### src/rtl/pwrsw_pkg.sv
`timescale 1ns/1ps
package pwrsw_pkg;
  localparam int unsigned OFS_W       = 8;
  localparam logic [7:0]  OFS_TOGGLE  = 8'h30;
  localparam logic [7:0]  OFS_RELEASE = 8'h34;
  localparam logic [7:0]  OFS_STATUS  = 8'h38;
  localparam int unsigned IDX_W       = 8;
  localparam int unsigned START_BIT   = 8;

  // mask bit that releases partition p (two partitions are cross-wired)
  function automatic int unsigned mask_src(int unsigned p, int unsigned xa, int unsigned xb);
    if (p == xa)      return xb;
    else if (p == xb) return xa;
    else              return p;
  endfunction
endpackage

### src/rtl/pwrsw_rst_sync.sv
`timescale 1ns/1ps
module pwrsw_rst_sync #(
  parameter int unsigned STAGES = 2
) (
  input  logic clk,
  input  logic rst_n,
  output logic rst_sync_n
);
  logic [STAGES-1:0] chain_q;
  logic [STAGES-1:0] chain_d;

  always_comb begin
    chain_d = {chain_q[STAGES-2:0], 1'b1};
  end

  always_ff @(posedge clk or negedge rst_n) begin
    if (!rst_n) chain_q <= '0;
    else        chain_q <= chain_d;
  end

  assign rst_sync_n = chain_q[STAGES-1];
endmodule

### src/rtl/pwrsw_decode.sv
`timescale 1ns/1ps
module pwrsw_decode
  import pwrsw_pkg::*;
#(
  parameter int unsigned NUM_PART = 16,
  parameter int unsigned DATA_W   = 32,
  parameter int unsigned XA       = 3,
  parameter int unsigned XB       = 4
) (
  input  logic [OFS_W-1:0]    addr_i,
  input  logic                wr_i,
  input  logic [DATA_W-1:0]   wdata_i,
  output logic [NUM_PART-1:0] tgl_o,
  output logic [NUM_PART-1:0] rel_o
);
  logic             sel_toggle;
  logic             sel_release;
  logic             start;
  logic [IDX_W-1:0] idx;
  logic             idx_ok;
  logic             unused_hi;

  assign unused_hi = ^wdata_i[DATA_W-1:NUM_PART];

  always_comb begin
    sel_toggle  = wr_i && (addr_i == OFS_TOGGLE);
    sel_release = wr_i && (addr_i == OFS_RELEASE);
    start       = wdata_i[START_BIT];
    idx         = wdata_i[IDX_W-1:0];
    idx_ok      = int'(idx) < NUM_PART;
  end

  for (genvar p = 0; p < NUM_PART; p++) begin : g_dec
    localparam int unsigned SRC = mask_src(p, XA, XB);
    assign tgl_o[p] = sel_toggle && start && idx_ok && (int'(idx) == p);
    assign rel_o[p] = sel_release && wdata_i[SRC];
  end
endmodule

### src/rtl/pwrsw_part.sv
`timescale 1ns/1ps
module pwrsw_part (
  input  logic clk,
  input  logic rst_ni,
  input  logic tgl_i,
  input  logic rel_i,
  output logic pwr_o,
  output logic clamp_o
);
  logic pwr_q, pwr_d;
  logic clamp_q, clamp_d;
  logic upd_en;

  always_comb begin
    upd_en  = tgl_i | rel_i;
    pwr_d   = pwr_q ^ tgl_i;
    clamp_d = clamp_q;
    if (tgl_i && pwr_q)      clamp_d = 1'b1;   // powering off: clamp again
    else if (rel_i && pwr_q) clamp_d = 1'b0;   // release only while powered
  end

  always_ff @(posedge clk or negedge rst_ni) begin
    if (!rst_ni) begin
      pwr_q   <= 1'b0;
      clamp_q <= 1'b1;
    end else if (upd_en) begin
      pwr_q   <= pwr_d;
      clamp_q <= clamp_d;
    end
  end

  assign pwr_o   = pwr_q;
  assign clamp_o = clamp_q;

  AST_TOGGLE_FLIPS: assert property (@(posedge clk) disable iff (!rst_ni)
    tgl_i |=> (pwr_q != $past(pwr_q)));
  AST_NO_CMD_HOLDS: assert property (@(posedge clk) disable iff (!rst_ni)
    !tgl_i |=> $stable(pwr_q));
  AST_OFF_CLAMPED: assert property (@(posedge clk) disable iff (!rst_ni)
    !pwr_q |-> clamp_q);
  AST_RELEASE_CAUSE: assert property (@(posedge clk) disable iff (!rst_ni)
    $fell(clamp_q) |-> $past(rel_i) && $past(pwr_q));
endmodule

### src/rtl/pwr_part_ctrl.sv
`timescale 1ns/1ps
module pwr_part_ctrl
  import pwrsw_pkg::*;
#(
  parameter int unsigned NUM_PART = 16,
  parameter int unsigned DATA_W   = 32,
  parameter int unsigned XA       = 3,
  parameter int unsigned XB       = 4
) (
  input  logic                clk,
  input  logic                rst_n,
  input  logic [OFS_W-1:0]    bus_addr,
  input  logic                bus_wr,
  input  logic [DATA_W-1:0]   bus_wdata,
  output logic [DATA_W-1:0]   bus_rdata,
  output logic [NUM_PART-1:0] pwr_en,
  output logic [NUM_PART-1:0] clamp_on
);
  logic                rst_sync_n;
  logic [NUM_PART-1:0] tgl;
  logic [NUM_PART-1:0] rel;

  pwrsw_rst_sync #(.STAGES(2)) u_rst (
    .clk        (clk),
    .rst_n      (rst_n),
    .rst_sync_n (rst_sync_n)
  );

  pwrsw_decode #(
    .NUM_PART (NUM_PART),
    .DATA_W   (DATA_W),
    .XA       (XA),
    .XB       (XB)
  ) u_dec (
    .addr_i  (bus_addr),
    .wr_i    (bus_wr),
    .wdata_i (bus_wdata),
    .tgl_o   (tgl),
    .rel_o   (rel)
  );

  for (genvar p = 0; p < NUM_PART; p++) begin : g_part
    pwrsw_part u_part (
      .clk     (clk),
      .rst_ni  (rst_sync_n),
      .tgl_i   (tgl[p]),
      .rel_i   (rel[p]),
      .pwr_o   (pwr_en[p]),
      .clamp_o (clamp_on[p])
    );
  end

  always_comb begin
    bus_rdata = '0;
    if (bus_addr == OFS_STATUS) bus_rdata[NUM_PART-1:0] = pwr_en;
  end

  AST_BAD_INDEX_IGNORED: assert property (@(posedge clk) disable iff (!rst_sync_n)
    (bus_wr && bus_addr == OFS_TOGGLE && int'(bus_wdata[IDX_W-1:0]) >= NUM_PART)
    |=> $stable(pwr_en) && $stable(clamp_on));
  AST_OTHER_OFS_IGNORED: assert property (@(posedge clk) disable iff (!rst_sync_n)
    (!bus_wr || (bus_addr != OFS_TOGGLE && bus_addr != OFS_RELEASE))
    |=> $stable(pwr_en) && $stable(clamp_on));
  AST_ONE_FLIP: assert property (@(posedge clk) disable iff (!rst_sync_n)
    $countones(pwr_en ^ $past(pwr_en)) <= 1);
endmodule

### config.mk
export PLATFORM = sky130hd
export DESIGN_NAME = pwr_part_ctrl
export DESIGN_NICKNAME = d
export VERILOG_FILES = /design/src/rtl/pwrsw_pkg.sv /design/src/rtl/pwrsw_rst_sync.sv /design/src/rtl/pwrsw_decode.sv /design/src/rtl/pwrsw_part.sv /design/src/rtl/pwr_part_ctrl.sv
export SDC_FILE = /design/constraint.sdc
export NUM_CORES = 1
export LEC_CHECK = 0
export BUFFER_PORTS_ARGS = -buffer_cell sky130_fd_sc_hd__buf_4
export CAP_MARGIN = 10
export CORE_MARGIN = 2
export CORE_UTILIZATION = 42
export DETAILED_ROUTE_END_ITERATION = 8
export PLACE_DENSITY_LB_ADDON = 0.3
export SLEW_MARGIN = 20
export SYNTH_ARGS = -nofsm -noshare
export SYNTH_HDL_FRONTEND = slang
export SYNTH_SLANG_ARGS = --single-unit
### constraint.sdc
create_clock -name clk -period 2.6 [get_ports clk]
set_input_delay 0.78 -clock clk [delete_from_list [all_inputs] [get_ports clk]]
set_output_delay 0.78 -clock clk [all_outputs]
set_load 0.02 [all_outputs]
==> results of run 1 <==
-- area by class of cell --
class	count	area [sq um]
Clock inverter	1	5.00
Inverter	16	60.1
Sequential cell	34	871
Timing Repair Buffer	80	669
Tap cell	75	93.8
Multi-Input combinational cell	154	1250
Clock buffer	7	86.3
Fill cell	554	2780
-- cells by family after synthesis --
kind of cell	Yosys count
compound gates	48
fa+ha+maj	16
buf+inv	68
flops	34
mux	16
other cells	2
simple gates	57
-- critical path: stages --
cell and delay, ps:
sky130_fd_sc_hd__buf_4 100, sky130_fd_sc_hd__and4bb_2 300, sky130_fd_sc_hd__and4b_2 250, sky130_fd_sc_hd__buf_12 140, sky130_fd_sc_hd__and2_2 150, sky130_fd_sc_hd__buf_6 110
-- flip-flops by register name (all words and copies together), names as in the netlist --
register / count
g_part.u_part.clamp_o: 16
u_rst.chain_q: 2
g_part.u_part.pwr_o: 16
-- metrics by stage --
stage / area [sq um] / cells
4_1_cts: 3030 / 367
5_1_grt: 3030 / 367
3_3_place_gp: 2890 / 359
3_5_place_dp: 2890 / 359
6_report: 3030 / 367
2_1_floorplan: 2560 / 256
-- repair_timing --
| item | in CTS | in global routing |
|---|---|---|
| resized for setup | 15 | 0 |
| endpoints found under the hold margin | 0 | 0 |
| pin swaps | 0 | 1 |
| setup endpoints to repair | 16 | 16 |
| hold buffers | 0 | 0 |
-- worst max-delay path by stage --
stage / start / to / slack (ps) / depth (start not counted)
after floorplan: bus_addr[6] / bus_rdata[0] / 60 / 4
after global placement: bus_addr[6] / bus_rdata[0] / -40 / 6
after detailed placement: bus_addr[6] / bus_rdata[5] / -50 / 6
after CTS: bus_addr[6] / bus_rdata[5] / -50 / 6
after global routing: bus_addr[6] / bus_rdata[7] / -90 / 6
final: bus_addr[6] / bus_rdata[5] / -20 / 6
-- routing by layer --
layer,up-vias,global-route usage
met2,62,0.253
met1,875,0.224
met3,6,0.0367
met5,-,0
li1,895,-
met4,0,0.0458
-- power by group through the flow --
stage                     clock network (mW)  registers (mW)  logic (mW)
final                                  0.411           0.532      0.0917
after global routing                   0.450           0.532       0.102
after CTS                              0.425           0.532      0.0923
after detailed placement                   0           0.541      0.0922
after global placement                     0           0.541      0.0916
after floorplan                            0           0.548      0.0524
-- cells in the final DEF (no fill, tap or decap), drive strengths merged --
cell type,instances
and4b,1
nor4b,2
and4bb,1
nand4,5
mux2,16
and3,1
a2bb2o,13
o22a,13
dfstp,16
a31oi,16
nand2,5
nor2b,2
nand3b,2
ha,16
and2,18
buf,80
conb,17
clkinv,1
clkbuf,7
inv,16
and3b,1
nor2,19
dfrtp,18
a2bb2oi,6
==> results.txt, run 1 <==
TritonCTS built the clock tree. The category of the critical setup timing path is primary input to primary output. The placeable core region is about 0.0058 sq mm. The die covers 0.00657 sq mm. For this run, the share of the core covered by cells in the final layout is 0.522. The source-to-sink clock delay at the later pin of the worst-skew pair is between 200 and 300 ps. Post-CTS timing repair inserted 0 buffers for setup. Entering global routing, the biggest net connects 33 pins. The final reports fail on setup timing. The wire length on met1 came out at ~2.4 mm. The per-instance average area after synthesis is slightly above 10 sq um. The maximum VDD drop is about 0.23 mV.

The fraction of power consumed by sequential logic is 0.514. The first-pass iteration count of the detailed router is 5. The number of antenna violations at the first check in global routing is 0. The root buffer cell chosen for the clock tree is sky130_fd_sc_hd__clkbuf_8. For the worst flop-to-flop path, the logic depth is 2. The post-route total power came out at 1.03 mW. The power density of the placed cells came out at 341 mW/mm^2. Summed over all cells, the static leakage comes to between 1.5 and 2 nW. STA classifies the critical path startpoint as a primary input.

The number of enable flip-flop cells after synthesis came out at 0. The number of antenna cells inserted came out at 0. The effective utilization at floorplan came out at 0.429. The total I/O pin count is 107. The number of warnings reported in the yosys synthesis log is 0. The minimum clock period after layout came out at 2620 ps.

Data arrives at the worst endpoint at around 1800 ps. The number of DRC markers in iteration 0 is 41. The number of nets at the end of the flow is 350. The number of H-tree branching levels came out at 2. The clock net in this run drives a total of 34 sinks.

The number of max-slew violations in the final report came out at 0. Detailed placement finished with a half-perimeter wire length of between 3 and 4 mm. The maximum clock frequency is 0.382 GHz. The area fraction of the dominant cell type after synthesis came out at 0.181.

The worst register-to-register path begins at g_part[8].u_part.pwr_o$_DFFE_PN0P_. Buffers placed on the I/O ports in this run total 74. Clock tree synthesis inserted a total of 5 buffers. The endpoint type of the worst setup path is a primary output. The post-route worst hold slack is roughly 260 ps. The synthesized-area fraction occupied by xor and xnor cells is 0. The synthesized-area fraction occupied by adder cells is 0.0803. Setup repair after global routing could not meet its margin everywhere. The number of max-cap violations came out at 0.

The initialized floorplan defines 28 standard-cell rows. The via density per instance came out at 5.01. The switching power of the nets came out at roughly 0.25 mW. The final weighted congestion in routability-driven placement is ~0.71.

The detailed router used layers up to and including met4. Yosys attributes the largest share of cell area to sky130_fd_sc_hd__dfrtp_1, sky130_fd_sc_hd__dfstp_2, sky130_fd_sc_hd__buf_4. The flow ran to the end, but the final reports show violations.

The combinational family with the most area after synthesis is buffers and inverters. The worst setup slack before clock tree synthesis came out at -52.3 ps. The share of post-route cells with drive strength above 1 came out at 0.466. The final worst clock skew came out at around 5.7 ps. The wire length of the first global-routing pass came out at slightly above 8 mm. Along the worst path, the maximum fanout reaches 16.

For this run, the leading register cell type out of synthesis is sky130_fd_sc_hd__dfrtp_1. The routed length per instance is 14.0 um. The worst register-to-register path ends at g_part[8].u_part.pwr_o$_DFFE_PN0P_. In the synthesized netlist the async set-or-reset flop fraction comes to 1.00. The compound-cell area share of the yosys netlist is 0.161. The number of nets with antenna violations after routing is 0.

The width of the chip is 81.0 um. The clock transition at the registers of the reported paths came out at 70 ps. The aggregate global-route resource usage is 0.161. The share of total power in the clock network came out at 0.397.

The synthesized netlist contains 28 unique library cells. The total met3 wirelength after detailed routing is about 340 um. The total via count in the routed design came out at 1838. No sink is reached through more buffers than the 2 on the longest clock path. The overflow left after global routing came out at 0.

For this run, design rule violations remaining after detail routing come to 0. The final layout contains routed wiring with a total length of ~5.1 mm. The final worst setup slack is -19.7 ps. The portion of synthesized area spent on multiplexers is 0.0873. The combinational share of power came out at 0.089. In the post-synthesis netlist, the cell with the most instances is sky130_fd_sc_hd__buf_4. The summed instance area of the synthesized netlist came out at 0.00249 sq mm. The setup TNS is -228 ps. The share of the clock period used by the worst path is 1.01.

The internal portion of the total power is ~0.78 mW. The hold violation total from the final report was 0. The relative area change from synthesis to final layout is 21.7%. The commonest cells after synthesis are sky130_fd_sc_hd__buf_4, sky130_fd_sc_hd__nor2_1, sky130_fd_sc_hd__and2_1, sky130_fd_sc_hd__dfrtp_1. The synthesized instance count is approximately 240. The switching part of the total is 0.244. The cell taking the most area after synthesis is sky130_fd_sc_hd__dfrtp_1. The path class of the tightest hold or removal check is primary input to asynchronous set/reset pin. The met2 routed wirelength is about 2.4 mm.

For the worst setup path, the data required time is 1820 ps. The register area share after synthesis is 0.349. Of the total synthesized cell area, the portion taken by AND, OR, NAND and NOR gates is 0.142. The post-synthesis register bit count is 34. From bottom edge to top edge, the die measures between 80 and 90 um. The number of global-route vias before repair is between 1.5k and 2k. The reg-to-reg setup timing slack came out at 1470 ps. Setup violations remaining at the end of the flow were counted as 16.
(Power assumes the default switching activity.)
==> run 2: changes to the inputs <==
Settings changed: ABC_AREA from default to 1.
==> run 2 against run 1 <==
Synthesized cell count grew 54%. Largest power group unchanged. Maximum frequency is 8.8% higher. Cell count up 35%. Register-to-register slack improved by 80 ps. Critical path type unchanged. Via count increased by 26%. Combinational power is 26% higher. The flow now finishes without violations.
==> results.txt, run 2 <==
The critical path ends at bus_rdata[13]. The total detailed-routing wirelength is ~5.6 mm. The multi-input combinational cells in the finished layout cover a total of between 0.001 and 0.0015 sq mm. After global routing the overflow that remains totals 0. The post-route total power is around 1.1 mW. The total clock sinks is 34.

The switching part of the total is 0.259. The initial utilization of the core area, before any placement, comes to 0.429. The reg-to-reg critical path endpoint is g_part[5].u_part.clamp_o$_DFFE_PN1P_. The final weighted congestion in routability-driven placement is between 0.8 and 0.9. The commonest register cell after synthesis is sky130_fd_sc_hd__dfrtp_1. The number of gates resized after cts came out at 0. The pin slew with the least headroom to its limit came out at roughly 670 ps.

The top cell types in the final layout, fill and taps aside, are sky130_fd_sc_hd__nand2_1, sky130_fd_sc_hd__buf_4, sky130_fd_sc_hd__inv_1, sky130_fd_sc_hd__nor2_1, sky130_fd_sc_hd__nand3_1. The number of nets with antenna violations after routing came out at 0. The post-synthesis register bit count came out at 34. The register area came out at 871 sq um. During synthesis, Yosys emitted a total of 0 warnings. Traced cell by cell, the critical path runs through buf_4, nor2_1, nand4_1, buf_4, nor2_1, buf_4. Summed over all cells, the static leakage comes to 1.87 nW. Once layout is complete, the utilization of the core stands at 0.498. TritonCTS built the clock tree. The hold-fix buffer count after cts is 0. The tightest slew margin relative to the limit is 0.553.

The worst setup path is captured at a primary output. The region available for standard cell placement spans approximately 0.0062 sq mm. After the flow finishes, the layout carries non-filler instances totaling ~500. The final worst clock skew is between 5 and 6 ps. Clock tree synthesis inserted a total of 5 buffers. For the worst-skew pair, the clock arrives at the later sink with an insertion delay of ~280 ps. The deepest clock path buffer count came out at 2.

The clock tree root buffer cell is sky130_fd_sc_hd__clkbuf_8. The worst setup path is launched from a primary input. The arrival time of data at the critical path endpoint is approximately 1600 ps. The largest net degree at the start of global routing is 27. Synthesis produced 372 cells. The maximum VDD drop is about 0.19 mV. The total I/O pin count came out at ~110.

In this run the critical register-to-register path is launched from u_rst.chain_q[1]$_DFF_PN0_. The top layer reached by signal wires is met4. The share of the Yosys chip area taken by registers is 0.326. Across every metal layer, demand over resource in global routing totals 0.164.

The analysis attributes to net switching a power of ~0.28 mW. The count of unresolved DRC violations after routing came out at 0. Clock-pin slew was measured on the worst setup and hold paths at approximately 70 ps.

The number of nets at the end of the flow came out at between 400 and 500. From synthesis to final layout, the design area changed by 16.2%. Detailed placement finished with a half-perimeter wire length of between 4 and 5 mm. The most common cell after layout, fill and taps aside is sky130_fd_sc_hd__nand2_1. The cell taking the most area after synthesis is sky130_fd_sc_hd__dfrtp_1. Setup violations remaining at the end of the flow were counted as 0. By count the netlist is led by sky130_fd_sc_hd__nand2_1, sky130_fd_sc_hd__buf_4, sky130_fd_sc_hd__inv_1. The post-synthesis async set-or-reset flop share came out at 1.00. The wire length of the first global-routing pass is 9.46 mm. Setup repair after global routing left no endpoint under its margin.

The minimum clock period after layout is roughly 2400 ps. Of the total power, combinational logic draws 0.109. The number of max-slew violations in the final report came out at 0. The run finished with clean final reports.

After detailed routing, the average wire length per cell comes to ~11 um. The worst stage delay on the critical path came out at roughly 210 ps. The met2 routed wirelength is ~2.8 mm. The total met3 wirelength after detailed routing came out at roughly 380 um. The distinct cell type count of the synthesized netlist came out at 22. Post-CTS timing repair inserted 0 buffers for setup. The reg-to-reg setup timing slack came out at about 1600 ps. Row generation in the floorplan step produced 29 rows. The number of antenna violations at the first check in global routing is 0. The maximum clock frequency came out at 0.415 GHz. The number of max-cap violations came out at 0.

The power density of the placed cells came out at roughly 340 mW/mm^2. The filler cell count is ~640. The required time of the worst setup path is around 1800 ps. The number of H-tree branching levels came out at 2. The share of post-route cells with drive strength above 1 came out at 0.284. The hold violation total from the final report is 0.

The first-pass iteration count of the detailed router is 4. The number of global-route vias before repair came out at between 2k and 2.5k. The chip height is 83.8 um. The per-instance average area after synthesis is 7.19 sq um. The path depth of the worst reg2reg path is 1. The wire length on met1 came out at approximately 2.4 mm. In this design, the critical path's most frequently occurring cell is sky130_fd_sc_hd__buf_4. Of the total power, the clock network draws 0.380. The timing startpoint of the critical path is bus_addr[7]. The slowest stage of the critical path is the sky130_fd_sc_hd__buf_4 cell. The die footprint is roughly 0.0070 sq mm.

The summed instance area of the synthesized netlist came out at around 0.0027 sq mm. The share of the clock period used by the worst path is 0.926. The total of buffers placed on input and output ports came out at 74. Using the TritonRoute via totals, the vias-per-cell ratio works out to 4.66.

The total via count in the routed design came out at ~2.3k. The fraction of power consumed by sequential logic is 0.511. The number of enable flip-flop cells after synthesis is 0. After synthesis, the cell types taking the most area are sky130_fd_sc_hd__dfrtp_1, sky130_fd_sc_hd__dfstp_2, sky130_fd_sc_hd__buf_4. The number of DRC markers in iteration 0 is roughly 110. By startpoint and endpoint, the worst setup path is classified as primary input to primary output. The most common cell in the netlist is sky130_fd_sc_hd__nand2_1. The number of antenna cells inserted came out at 0. The path class of the lowest-slack min-delay path is primary input to asynchronous set/reset pin. The setup TNS is 0 ps.

The instance count after placement with tap cells included is slightly below 500. The area fraction of the dominant cell type after synthesis is 0.168. The highest fanout seen on the critical path came out at 16. The internal power of the cells totals 0.788 mW. The width of the chip came out at between 80 and 90 um.
## run 2: worst min path at each step
| stage | start | cells past startpoint | to |
|---|---|---|---|
| after detailed placement | u_rst.chain_q[1]$_DFF_PN0_ | 0 | g_part[9].u_part.pwr_o$_DFFE_PN0P_ |
| final | rst_n | 1 | u_rst.chain_q[0]$_DFF_PN0_ |
| after global routing | rst_n | 1 | u_rst.chain_q[1]$_DFF_PN0_ |
| after CTS | rst_n | 1 | u_rst.chain_q[0]$_DFF_PN0_ |
| after global placement | u_rst.chain_q[1]$_DFF_PN0_ | 0 | g_part[9].u_part.pwr_o$_DFFE_PN0P_ |
| after floorplan | u_rst.chain_q[0]$_DFF_PN0_ | 0 | u_rst.chain_q[1]$_DFF_PN0_ |
## run 2: metal layers
layer / up-vias / track usage
li1: 1200 / -
met1: 1032 / 0.204
met5: - / 0
met3: 5 / 0.0346
met4: 0 / 0.0499
met2: 76 / 0.284
## run 2: critical path, delay by kind of cell
| family | cells | cell delay (ps) |
|---|---|---|
| buffers and inverters | 3 | 470 |
| and+or+nand+nor | 3 | 370 |
## run 2: cell families (layout without fill, tap and decap cells)
logic type	after synthesis	count (layout)	share of synthesized area
and+or+nand+nor	213	213	0.366
buffers and inverters	102	134	0.222
DFF	34	34	0.326
adders and majority gates	16	16	0.0748
AOI/OAI and AO/OA	5	5	0.00935
other	2	17	0.00281
## run 2: per-stage QoR
stage	setup WS (ps)	instance area (sq um)	hold slack, ps
floorplan	130	2730	331
global placement	201	3020	310
detailed placement	183	3020	311
CTS	181	3110	254
global route	126	3110	249
finish	193	3110	261
## run 2: area by class of cell
type | instances | area share
clock buffer | 7 | 0.0278
inverter | 47 | 0.0568
clock inverter | 1 | 0.00161
tap | 77 | 0.0310
multi-input combinational | 251 | 0.408
sequential | 34 | 0.280
timing repair buffer | 79 | 0.195
## run 2: power groups by stage
stage / sequential, mW / combinational [mW] / clock [mW]
floorplan: 0.554 / 0.0757 / 0
global placement: 0.553 / 0.114 / 0
detailed placement: 0.553 / 0.116 / 0
CTS: 0.544 / 0.116 / 0.420
global route: 0.545 / 0.126 / 0.442
finish: 0.544 / 0.116 / 0.404
==> run 3: changes to the inputs <==
Settings changed: CORE_UTILIZATION 42 to 45.
==> run 3 against run 2 <==
Flip-flop and latch count stayed put. Clock skew down 2.1 ps. First-iteration DRC count is 14% higher. Count of clock-buffer cells in the layout down 1. Cell count grew 0.20%. Sequential power fell by 0.9%. Maximum frequency down 4.7%. Global-route usage rose by 1.7 points. Highest routed layer unchanged.
==> results.txt, run 3 (same netlist as run 2, synthesis figures left out) <==
The first-pass iteration count of the detailed router is 4. The wire-length estimate of the detail-placed layout is approximately 4.4 mm. The first global-routing pass estimated 9.25 mm of wire. The worst setup path is captured at a primary output. The share of the clock period used by the worst path is 0.971. After layout, the design draws a total of 1.05 mW. STA classifies the critical path startpoint as a primary input. Summing all multi-input logic gate instances after layout gives around 0.0013 sq mm. The chip height is 81.1 um. The width of the chip is roughly 81 um. The effective utilization at floorplan is 0.460. The clock transition at the registers of the reported paths came out at 70 ps.

The total I/O pin count came out at between 100 and 150. The number of antenna violations at the first check in global routing is 0. Setup violations remaining at the end of the flow were counted as 0. By startpoint and endpoint, the worst setup path is classified as primary input to primary output.

The congestion estimate from routability-driven global placement came to roughly 0.85. The arrival time of data at the critical path endpoint came out at between 1500 and 2000 ps. The die footprint is around 0.0066 sq mm. The share of post-route cells with drive strength above 1 came out at 0.306. The aggregate global-route resource usage came out at 0.181. The register area came out at between 800 and 900 sq um. After detailed routing, the average wire length per cell comes to 11.8 um. In this run, post-CTS hold repair placed 0 buffers. Entering global routing, the biggest net connects 33 pins. For the worst setup path, the data required time is 1820 ps. The filler cell count came out at ~570.

0 antenna diodes ended up in the layout. The number of max-slew violations in the final report is 0. The net count of the finished layout is 480. The core region is 0.00582 sq mm.

The total detailed-routing wirelength came out at ~6 mm. The deepest clock path buffer count came out at 2. For this run, design rule violations remaining after detail routing come to 0. TritonCTS built the clock tree. The total clock sinks came out at 34. The minimum clock period after layout is between 2000 and 3000 ps. The relative area change from synthesis to final layout is 17.7%. For this design the ratio of total power to cell area is around 330 mW/mm^2.

The site row count came out at 28. The maximum clock frequency is between 0.3 and 0.4 GHz. The source-to-sink clock delay at the later pin of the worst-skew pair came out at 280 ps. In this run the worst path has a maximum fanout of 6. The number of max-cap violations came out at 0.

The tree is rooted in a sky130_fd_sc_hd__clkbuf_8. The path class of the tightest hold or removal check is primary input to asynchronous set/reset pin. The total CTS buffers came out at 5. The number of DRC markers in iteration 0 came out at 129.

The number of global-route vias before repair came out at ~2.1k. Setup repair after global routing could not meet its margin everywhere. The total of buffers placed on input and output ports is 74. The overflow left after global routing came out at 0. Timing analysis after detailed placement gives a worst setup slack of between 30 and 40 ps. The total via count in the routed design came out at about 2.3k. The library cells used most frequently in the layout, excluding fill and tap cells, are sky130_fd_sc_hd__nand2_1, sky130_fd_sc_hd__buf_4, sky130_fd_sc_hd__inv_1, sky130_fd_sc_hd__nor2_1, sky130_fd_sc_hd__nand3_1.

The run finished with clean final reports. The maximum VDD drop is 0.214 mV. The hold violation total from the final report is 0. The final worst setup slack came out at 75.4 ps.

The final worst clock skew came out at between 3 and 4 ps. The number of nets with antenna violations after routing came out at 0. The number of H-tree branching levels is 2. The via density per instance is roughly 4.7. The library cell used most frequently in the layout, excluding fill and tap cells, is sky130_fd_sc_hd__nand2_1. The leakage dissipation is between 1.5 and 2 nW.
-- run 3: critical path, stage by stage --
cell                      delay [ps]
sky130_fd_sc_hd__buf_4           140
sky130_fd_sc_hd__nor2_1          110
sky130_fd_sc_hd__nand4_1         240
sky130_fd_sc_hd__buf_4           240
sky130_fd_sc_hd__nor2_1           90
sky130_fd_sc_hd__buf_4           150
-- run 3: through the flow --
stage,TNS (ps),hold slack (ps),cell area [sq um],utilization,std cells
detailed placement,0,290,3020,0.520,487
CTS,0,255,3100,0.534,495
global route,-40.3,251,3150,0.541,497
floorplan,0,331,2730,-,387
finish,0,263,3150,0.541,497
global placement,0,282,3020,0.520,487
-- run 3: timing repair --
item	CTS	global route
setup buffers	0	1
gates resized for setup	0	12
setup endpoints to repair	0	10
-- run 3: final cells by class --
class,count,share of cell area
multi-input combinational,251,0.408
sequential,34,0.277
timing repair buffer,82,0.203
inverter,47,0.0560
tap,75,0.0298
clock buffer,6,0.0231
clock inverter,2,0.00318
-- run 3: metal layers --
layer / global-route usage / part of all wire / vias up
li1: - / - / 1205
met1: 0.224 / 0.44 / 1042
met2: 0.320 / 0.49 / 71
met3: 0.0300 / 0.062 / 4
met4: 0.0610 / 0.0087 / 0
met5: 0 / 0 / -
-- run 3: path summary, 6_finish.rpt --
kind	from	slack, ps	cells after the start	endpoint
min in group clk	u_rst.chain_q[0]$_DFF_PN0_	360	0	u_rst.chain_q[1]$_DFF_PN0_
max	bus_addr[2]	80	6	bus_rdata[0]
max in group asynchronous	u_rst.chain_q[1]$_DFF_PN0_	1980	1	g_part[13].u_part.clamp_o$_DFFE_PN1P_
min reg2reg	u_rst.chain_q[1]$_DFF_PN0_	280	1	g_part[15].u_part.pwr_o$_DFFE_PN0P_
max reg2reg	g_part[5].u_part.pwr_o$_DFFE_PN0P_	1600	3	g_part[5].u_part.pwr_o$_DFFE_PN0P_
min	rst_n	260	1	u_rst.chain_q[1]$_DFF_PN0_
-- run 3: where the power goes --
part | switching (mW) | internal [mW]
sequential | 0.00483 | 0.534
combinational | 0.0808 | 0.0413
clock | 0.200 | 0.186
total | 0.285 | 0.762
